==> src/rtl/ser2par_pkg.sv <==
package ser2par_pkg;

  typedef enum logic [1:0] {
    ST_IDLE  = 2'd0,
    ST_ACK   = 2'd1,
    ST_SHIFT = 2'd2
  } hs_state_e;

endpackage

==> src/rtl/hs_ctrl.sv <==
module hs_ctrl
  import ser2par_pkg::*;
#(
  parameter int WORD_W = 4
) (
  input  logic clk_i,
  input  logic rst_ni,
  input  logic ready_i,
  input  logic load_i,
  output logic ack_o,
  output logic shift_en_o,
  output logic valid_o,
  output logic xfer_o
);

  localparam int CNT_W = (WORD_W > 1) ? $clog2(WORD_W) : 1;
  localparam logic [CNT_W-1:0] LAST = CNT_W'(WORD_W - 1);

  hs_state_e        state_q, state_d;
  logic [CNT_W-1:0] cnt_q, cnt_d;
  logic             valid_q, valid_d;
  logic             accept, last_bit;

  assign accept   = (state_q == ST_IDLE) && ready_i && !valid_q;
  assign last_bit = (state_q == ST_SHIFT) && (cnt_q == LAST);
  assign xfer_o   = load_i && valid_q;

  always_comb begin
    state_d = state_q;
    cnt_d   = cnt_q;
    valid_d = valid_q;
    unique case (state_q)
      ST_IDLE: if (accept) state_d = ST_ACK;
      ST_ACK: begin
        state_d = ST_SHIFT;
        cnt_d   = '0;
      end
      ST_SHIFT: begin
        if (last_bit) begin
          state_d = ST_IDLE;
          valid_d = 1'b1;
        end else begin
          cnt_d = cnt_q + 1'b1;
        end
      end
      default: state_d = ST_IDLE;
    endcase
    if (xfer_o) valid_d = 1'b0;
  end

  always_ff @(posedge clk_i or negedge rst_ni) begin
    if (!rst_ni) begin
      state_q <= ST_IDLE;
      cnt_q   <= '0;
      valid_q <= 1'b0;
    end else begin
      state_q <= state_d;
      cnt_q   <= cnt_d;
      valid_q <= valid_d;
    end
  end

  assign ack_o      = (state_q == ST_ACK);
  assign shift_en_o = (state_q == ST_SHIFT);
  assign valid_o    = valid_q;

  p_ack_single_r2: assert property (@(posedge clk_i) disable iff (!rst_ni)
    ack_o |=> !ack_o);
  p_ack_follows_ready_r2: assert property (@(posedge clk_i) disable iff (!rst_ni)
    (!ack_o && !shift_en_o && !valid_o && ready_i) |=> ack_o);
  p_shift_after_ack_r3: assert property (@(posedge clk_i) disable iff (!rst_ni)
    ack_o |=> shift_en_o);
  p_shift_ends_r3: assert property (@(posedge clk_i) disable iff (!rst_ni)
    last_bit |=> !shift_en_o);
  p_valid_on_done_r5: assert property (@(posedge clk_i) disable iff (!rst_ni)
    (shift_en_o && !$past(shift_en_o) ? 1'b1 : 1'b1) && $fell(shift_en_o) |-> valid_o);
  p_busy_drops_ready_r8: assert property (@(posedge clk_i) disable iff (!rst_ni)
    ((shift_en_o || valid_o) && ready_i) |=> !ack_o);
  p_load_clears_r6: assert property (@(posedge clk_i) disable iff (!rst_ni)
    xfer_o |=> !valid_o);
  p_idle_load_r7: assert property (@(posedge clk_i) disable iff (!rst_ni)
    (load_i && !valid_o && !shift_en_o) |=> !valid_o);

endmodule

==> src/rtl/shift_in.sv <==
module shift_in #(
  parameter int WORD_W = 4
) (
  input  logic              clk_i,
  input  logic              rst_ni,
  input  logic              en_i,
  input  logic              sdat_i,
  output logic [WORD_W-1:0] word_o
);

  logic [WORD_W-1:0] sh_q;

  // MSB takes the new bit; every other stage takes its upper neighbour
  for (genvar i = 0; i < WORD_W; i++) begin : g_stage
    logic nxt;
    if (i == WORD_W - 1) begin : g_top
      assign nxt = sdat_i;
    end else begin : g_mid
      assign nxt = sh_q[i+1];
    end
    always_ff @(posedge clk_i or negedge rst_ni) begin
      if (!rst_ni)   sh_q[i] <= 1'b0;
      else if (en_i) sh_q[i] <= nxt;
    end
  end

  assign word_o = sh_q;

  p_hold_when_idle_r4: assert property (@(posedge clk_i) disable iff (!rst_ni)
    !en_i |=> $stable(word_o));
  p_msb_takes_bit_r4: assert property (@(posedge clk_i) disable iff (!rst_ni)
    en_i |=> (word_o[WORD_W-1] == $past(sdat_i)));

endmodule

==> src/rtl/xfer_reg.sv <==
module xfer_reg #(
  parameter int WORD_W = 4
) (
  input  logic              clk_i,
  input  logic              rst_ni,
  input  logic              xfer_i,
  input  logic [WORD_W-1:0] word_i,
  output logic [WORD_W-1:0] par_o
);

  logic [WORD_W-1:0] par_q;

  always_ff @(posedge clk_i or negedge rst_ni) begin
    if (!rst_ni)     par_q <= '0;
    else if (xfer_i) par_q <= word_i;
  end

  assign par_o = par_q;

  p_hold_between_loads_r9: assert property (@(posedge clk_i) disable iff (!rst_ni)
    !xfer_i |=> $stable(par_o));
  p_load_copies_r6: assert property (@(posedge clk_i) disable iff (!rst_ni)
    xfer_i |=> (par_o == $past(word_i)));

endmodule

==> src/rtl/ser2par_hs.sv <==
module ser2par_hs #(
  parameter int WORD_W = 4
) (
  input  logic              clk_i,
  input  logic              rst_ni,
  input  logic              ready_i,
  output logic              ack_o,
  output logic              sclk_en_o,
  input  logic              sdat_i,
  input  logic              load_i,
  output logic              word_valid_o,
  output logic [WORD_W-1:0] par_o
);

  logic              shift_en, xfer;
  logic [WORD_W-1:0] word;

  hs_ctrl #(.WORD_W(WORD_W)) u_ctrl (
    .clk_i     (clk_i),
    .rst_ni    (rst_ni),
    .ready_i   (ready_i),
    .load_i    (load_i),
    .ack_o     (ack_o),
    .shift_en_o(shift_en),
    .valid_o   (word_valid_o),
    .xfer_o    (xfer)
  );

  shift_in #(.WORD_W(WORD_W)) u_shift (
    .clk_i (clk_i),
    .rst_ni(rst_ni),
    .en_i  (shift_en),
    .sdat_i(sdat_i),
    .word_o(word)
  );

  xfer_reg #(.WORD_W(WORD_W)) u_xfer (
    .clk_i (clk_i),
    .rst_ni(rst_ni),
    .xfer_i(xfer),
    .word_i(word),
    .par_o (par_o)
  );

  assign sclk_en_o = shift_en;

  p_reset_quiet_r1: assert property (@(posedge clk_i)
    !rst_ni |-> (!ack_o && !sclk_en_o && !word_valid_o && par_o == '0));
  p_ack_shift_excl_r3: assert property (@(posedge clk_i) disable iff (!rst_ni)
    !(ack_o && sclk_en_o));

endmodule

==> config.mk <==
export PLATFORM = sky130hd
export DESIGN_NAME = ser2par_hs
export DESIGN_NICKNAME = d
export VERILOG_FILES = /design/src/rtl/ser2par_pkg.sv /design/src/rtl/hs_ctrl.sv /design/src/rtl/shift_in.sv /design/src/rtl/xfer_reg.sv /design/src/rtl/ser2par_hs.sv
export SDC_FILE = /design/constraint.sdc
export NUM_CORES = 1
export LEC_CHECK = 0
export BUFFER_PORTS_ARGS = -buffer_cell sky130_fd_sc_hd__buf_2
export CAP_MARGIN = 20
export CORE_AREA = 3 3 40 42
export DETAILED_ROUTE_END_ITERATION = 16
export DIE_AREA = 0 0 43 45
export PLACE_DENSITY = 0.73
export SETUP_SLACK_MARGIN = 0.5
export SLEW_MARGIN = 10
export SYNTH_ARGS = -nofsm -noshare
export SYNTH_HDL_FRONTEND = slang
export SYNTH_SLANG_ARGS = --single-unit
==> constraint.sdc <==
create_clock -name clk_i -period 2.35 [get_ports clk_i]
set_input_delay 0 -clock clk_i [delete_from_list [all_inputs] [get_ports clk_i]]
set_output_delay 0 -clock clk_i [all_outputs]
set_load 0.05 [all_outputs]
Word-level counts from Yosys, hierarchy flattened
Cells that the tools add are included.
{"block": "totals", "register_bits": 13, "in_bits": 5, "out_inout_bits": 7, "elab_cells": 35}
{"block": "op_classes", "n_addsub": 1, "eq_ne": 6, "mux": 8, "n_reduce_logical": 12}
{"operator": "two-way mux 2 bit", "n": 3}
{"operator": "one-hot mux 2 bit (3 select lines)", "n": 1}
{"operator": "AND reduction 2 bit", "n": 3}
{"operator": "nonzero test 2 bit", "n": 3}
{"operator": "equality test 2 bit (second input constant)", "n": 2}
{"operator": "logical AND 1 bit", "n": 4}
{"operator": "inequality test 2 x 1 -> 1 bit (second input constant)", "n": 2}
{"operator": "one-hot mux 2 bit (2 select lines)", "n": 1}
{"operator": "two-way mux 1 bit", "n": 3}
{"operator": "adder 2 x 1 -> 2 bit (second input constant)", "n": 1}
{"operator": "equality test 2 x 1 -> 1 bit (second input constant)", "n": 1}
{"operator": "zero test 2 bit", "n": 1}
{"operator": "inequality test 2 bit (second input constant)", "n": 1}
{"operator": "zero test 1 bit", "n": 1}

Longest topological paths before layout
{"block": "logic_depth", "depth_word": 5, "mapped_depth": 4, "depth_no_buf": 4}

By module
Synthesis repeated with hierarchy kept, for this count alone.
{"block": "unflattened", "cells_unflattened": 41, "hier_area_um2": 570.5}
{"mod": "hs_ctrl", "n_inst": 1, "cells_each": 22, "area_each_um2": 257.7, "seq_area_each_um2": 125.1}
{"mod": "shift_in", "n_inst": 1, "cells_each": 11, "area_each_um2": 167.7, "seq_area_each_um2": 100.1}
{"mod": "xfer_reg", "n_inst": 1, "cells_each": 8, "area_each_um2": 145.1, "seq_area_each_um2": 100.1}

Worst setup path after synthesis
Ideal clock, no wire load.
{"block": "synth_timing", "path_kind": "register to register", "startpoint": "reg u_ctrl.state_q[0]", "endpoint": "reg u_ctrl.state_q[1]", "setup_time_ns": 0.068, "arrival_time_ns": 1.315, "required_ns": 2.282, "path_slack_ns": 0.966, "path_stages_with_launch": 3, "n_path_buf": 0, "synth_period_minus_slack_ns": 1.384, "cell_sequence": "dfrtp_1 nor2b_1 a21o_1"}
{"block": "synth_between", "elab_cells_between_ends": 10, "cone_classes": "4 x eq/ne; 1 x mux; 5 x reduce/logical"}
{"element": "from (decl)", "line_no": "hs_ctrl.sv:19", "text": "hs_state_e state_q, state_d;"}
{"element": "from (signal assigned)", "line_no": "hs_ctrl.sv:57", "text": "state_q <= state_d;"}
{"element": "equality test 2 x 1 -> 1 bit"}
{"element": "via ack_o", "line_no": "ser2par_hs.sv:7", "text": "output logic ack_o,"}
{"element": "one-hot mux 2 bit (3 select lines)", "line_no": "hs_ctrl.sv:32", "text": "unique case (state_q)"}
The timed path passes the listed nets, and every way through them passes these cells.
A chain may end at the register's enable or synchronous reset.

Final worst setup path
{"block": "layout_timing", "startpoint": "reg u_ctrl.state_q[1]", "endpoint": "out sclk_en_o"}
{"block": "layout_between", "elab_chain_len": 1}
{"element": "equality test 2 bit", "line_no": "hs_ctrl.sv:64", "text": "assign shift_en_o = (state_q == ST_SHIFT);"}
{"element": "to (decl)", "line_no": "ser2par_hs.sv:8", "text": "output logic sclk_en_o,"}
Every way passes these cells.

==> impl_metrics.ini <==
[worst_setup_path]
rr_startpoint = u_ctrl.state_q[1]$_DFFE_PN0P_
worst_path_dominant_cell_family = flip-flops
endpoint_kind = output pin
cp_slowest_cell = dfrtp_1
cp.required_ns = 2.35
max_stage_delay_ns = 0.42
worstSetupStartpointType = register
worstSetupPathType = register to output pin
cp_cell_sequence = nor2b_2, buf_2
critPathArrivalTime_ns = 1.43
critPathBufInv = 1
worst-path-max-fanout = 7
startpoint = u_ctrl.state_q[1]$_DFFE_PN0P_

[drt]
vias_per_cell = 4.943
drt-initial-drc-count = 2
totalWireLength_um = 821
ant_nets = 0
first_pass_iters = 5
drc = 0
wire_per_inst_um = 11.73
via_count = 346

[die]
fp.dieH_um = 45
dieWidth_um = 43
die_area_mm2 = 0.001935
io_pins = 12
num_rows = 13
initial_core_util_pct = 43.04
fp.coreArea_mm2 = 0.001285

[pwr]
p_per_area_mw_per_mm2 = 1497
ir_drop_mv = 0.6412
power_leakage_nw = 0.3438

[cts]
cts.htree.levels = 1
cts_buffers = 3
cts-resized-gates = 0
clockBufferDepth = 2
clock_latency_ns = 0.27
post_cts_buffers = 0
cts_tree = done
clk_transition_reported_paths_ns = 0.07
hold_buffers = 4
cts-root-buf = clkbuf_4
clock_sinks = 13

[sta]
fin_ws_ns = 0.9169
setup_tns_ns = 0
tightest_slew_ns = 0.3827
timing.final.hold_violations = 0
rsz0062_at_grt = false
setup_viol = 0
slew_headroom_pct = 74.37
fmax_mhz = 697.8
layout_min_cycle_time_ns = 1.433
min_period_over_period_pct = 60.98
skew_ns = 0.0007905
final-max-slew-violation-count = 0

[cells_and_area]
area_delta_synth_final_pct = 23.30
regArea_um2 = 325.3
drive_above_1_share_pct = 36.36
num_antenna_cells = 0
multiInputGateArea_um2 = 212.7
nNetsFinal = 62
num-fill-cells = 108

[synth]
yosysSeqAreaShare_pct = 58.82
synth_commonest_cells = 13 x dfrtp_1, 4 x mux2_1, 4 x mux2_4
synth_ff_type = dfrtp_1
synthTopCellsByArea = dfrtp_1 59%, mux2_4 11%, mux2_1 8.1%
yosys_warnings = 0
netlist_instances = 37
synth_edf_count = 0
synth.most_common_cell = dfrtp_1
synth-seq-cells = 13
syn-num-nets = 43
synth_area_per_cell_um2 = 14.95
yosysUniqueCellTypes = 16
yosysTopAreaCellShare_pct = 58.82
netlist_area_um2 = 553.0
yosysTopAreaCell = dfrtp_1
synthArstFlopShare_pct = 100.0

[global_routing]
grt_usage_pct = 10.37
antenna_found_initial = 0
grt_max_degree = 14
first_global_vias = 324
grt_pass1_wl_um = 1421
grt_overflow = 0

[placed_design]
hpwlAfterDp_um = 618.6
io_buffers = 11
post-place-ws_ns = 1.092
finalWeightedCongestion = 0.6360

[outcome]
status = completed

[run]
maxCapViolations = 0

[hold_path]
min_path_type = input port to async pin
power by group:
group | internal [mW] | switching, mW | leakage (nW)
logic | 0.206 | 0.281 | 0.166
registers | 0.325 | 0.0776 | 0.163
clock network | 0.0657 | 0.0657 | 0.0150
total | 0.597 | 0.424 | 0.344
final cells by class:
type                    instances  share of cell area [%]
flip-flops and latches         13                   47.71
inverters                       1                  0.5505
clock buffers                   4                   3.853
well taps                      15                   2.752
repair buffers                 15                   13.94
multi-input cells              22                   31.19
cells by family after synthesis:
kind of cell	count (synthesis)	synth area share (%)
DFF	13	58.82
muxes	10	22.85
and+or+nand+nor	6	6.336
AOI/OAI and AO/OA	5	7.014
buffers and inverters	2	2.714
adders and majority gates	1	2.262
cells in the final DEF (no fill, tap or decap):
cell / n
mux2i_1: 1
mux2_2: 1
dfrtp_1: 13
ha_1: 1
mux2_1: 4
clkbuf_1: 1
buf_2: 11
a21o_1: 1
clkbuf_4: 3
mux2_4: 4
a21oi_1: 1
dlygate4sd3_1: 4
inv_1: 1
nand2_1: 2
nor2_1: 1
nor4b_1: 1
nor2b_1: 1
nor2b_2: 1
a22o_1: 3
sequential cells by signal, indices dropped and copies added, names as in the netlist:
name / cells
u_ctrl.valid_o: 1
u_shift.word_o: 1
u_ctrl.state_q: 2
u_ctrl.cnt_q: 2
u_xfer.par_o: 4
u_shift.g_stage.nxt: 3
stage by stage:
stage               instance area, um^2  hold slack (ns)  util, %  cells  total power, mW
CTS                               681.9           0.1358    53.07     70            1.036
global placement                  615.6          -0.1033    47.91     62           0.8828
global route                      681.9           0.1327    53.07     70            1.090
finish                            681.9           0.1337    53.07     70            1.021
detailed placement                615.6         -0.09863    47.91     62           0.8941
floorplan                         553.0          -0.2956        -     37           0.8110
worst paths after layout:
path / cells past startpoint / slack, ns / to
worst max-delay path: 2 / 0.92 / sclk_en_o
worst min-delay path: 2 / 0.13 / u_xfer.par_o[0]$_DFFE_PN0P_
worst max register to register: 2 / 1.08 / u_shift.word_o[0]$_DFFE_PN0P_
worst min register to register: 1 / 0.49 / u_xfer.par_o[3]$_DFFE_PN0P_
max in group asynchronous: 2 / 2.00 / u_ctrl.valid_o$_DFFE_PN0P_
min in group clk_i: 3 / 0.46 / u_ctrl.valid_o$_DFFE_PN0P_
worst register-to-register path, cell delays in order, from the launching register on:
cell and delay, ns:
dfrtp_1 0.42, nor2b_2 0.40, mux2_4 0.34
layer usage:
layer  share of wire [%]  GRT usage [%]
met5                   0              0
met4                   0          1.807
met3                 9.0          7.171
met2                  44          14.37
met1                  47          13.55
No activity file was read; power rests on OpenSTA's default activity.
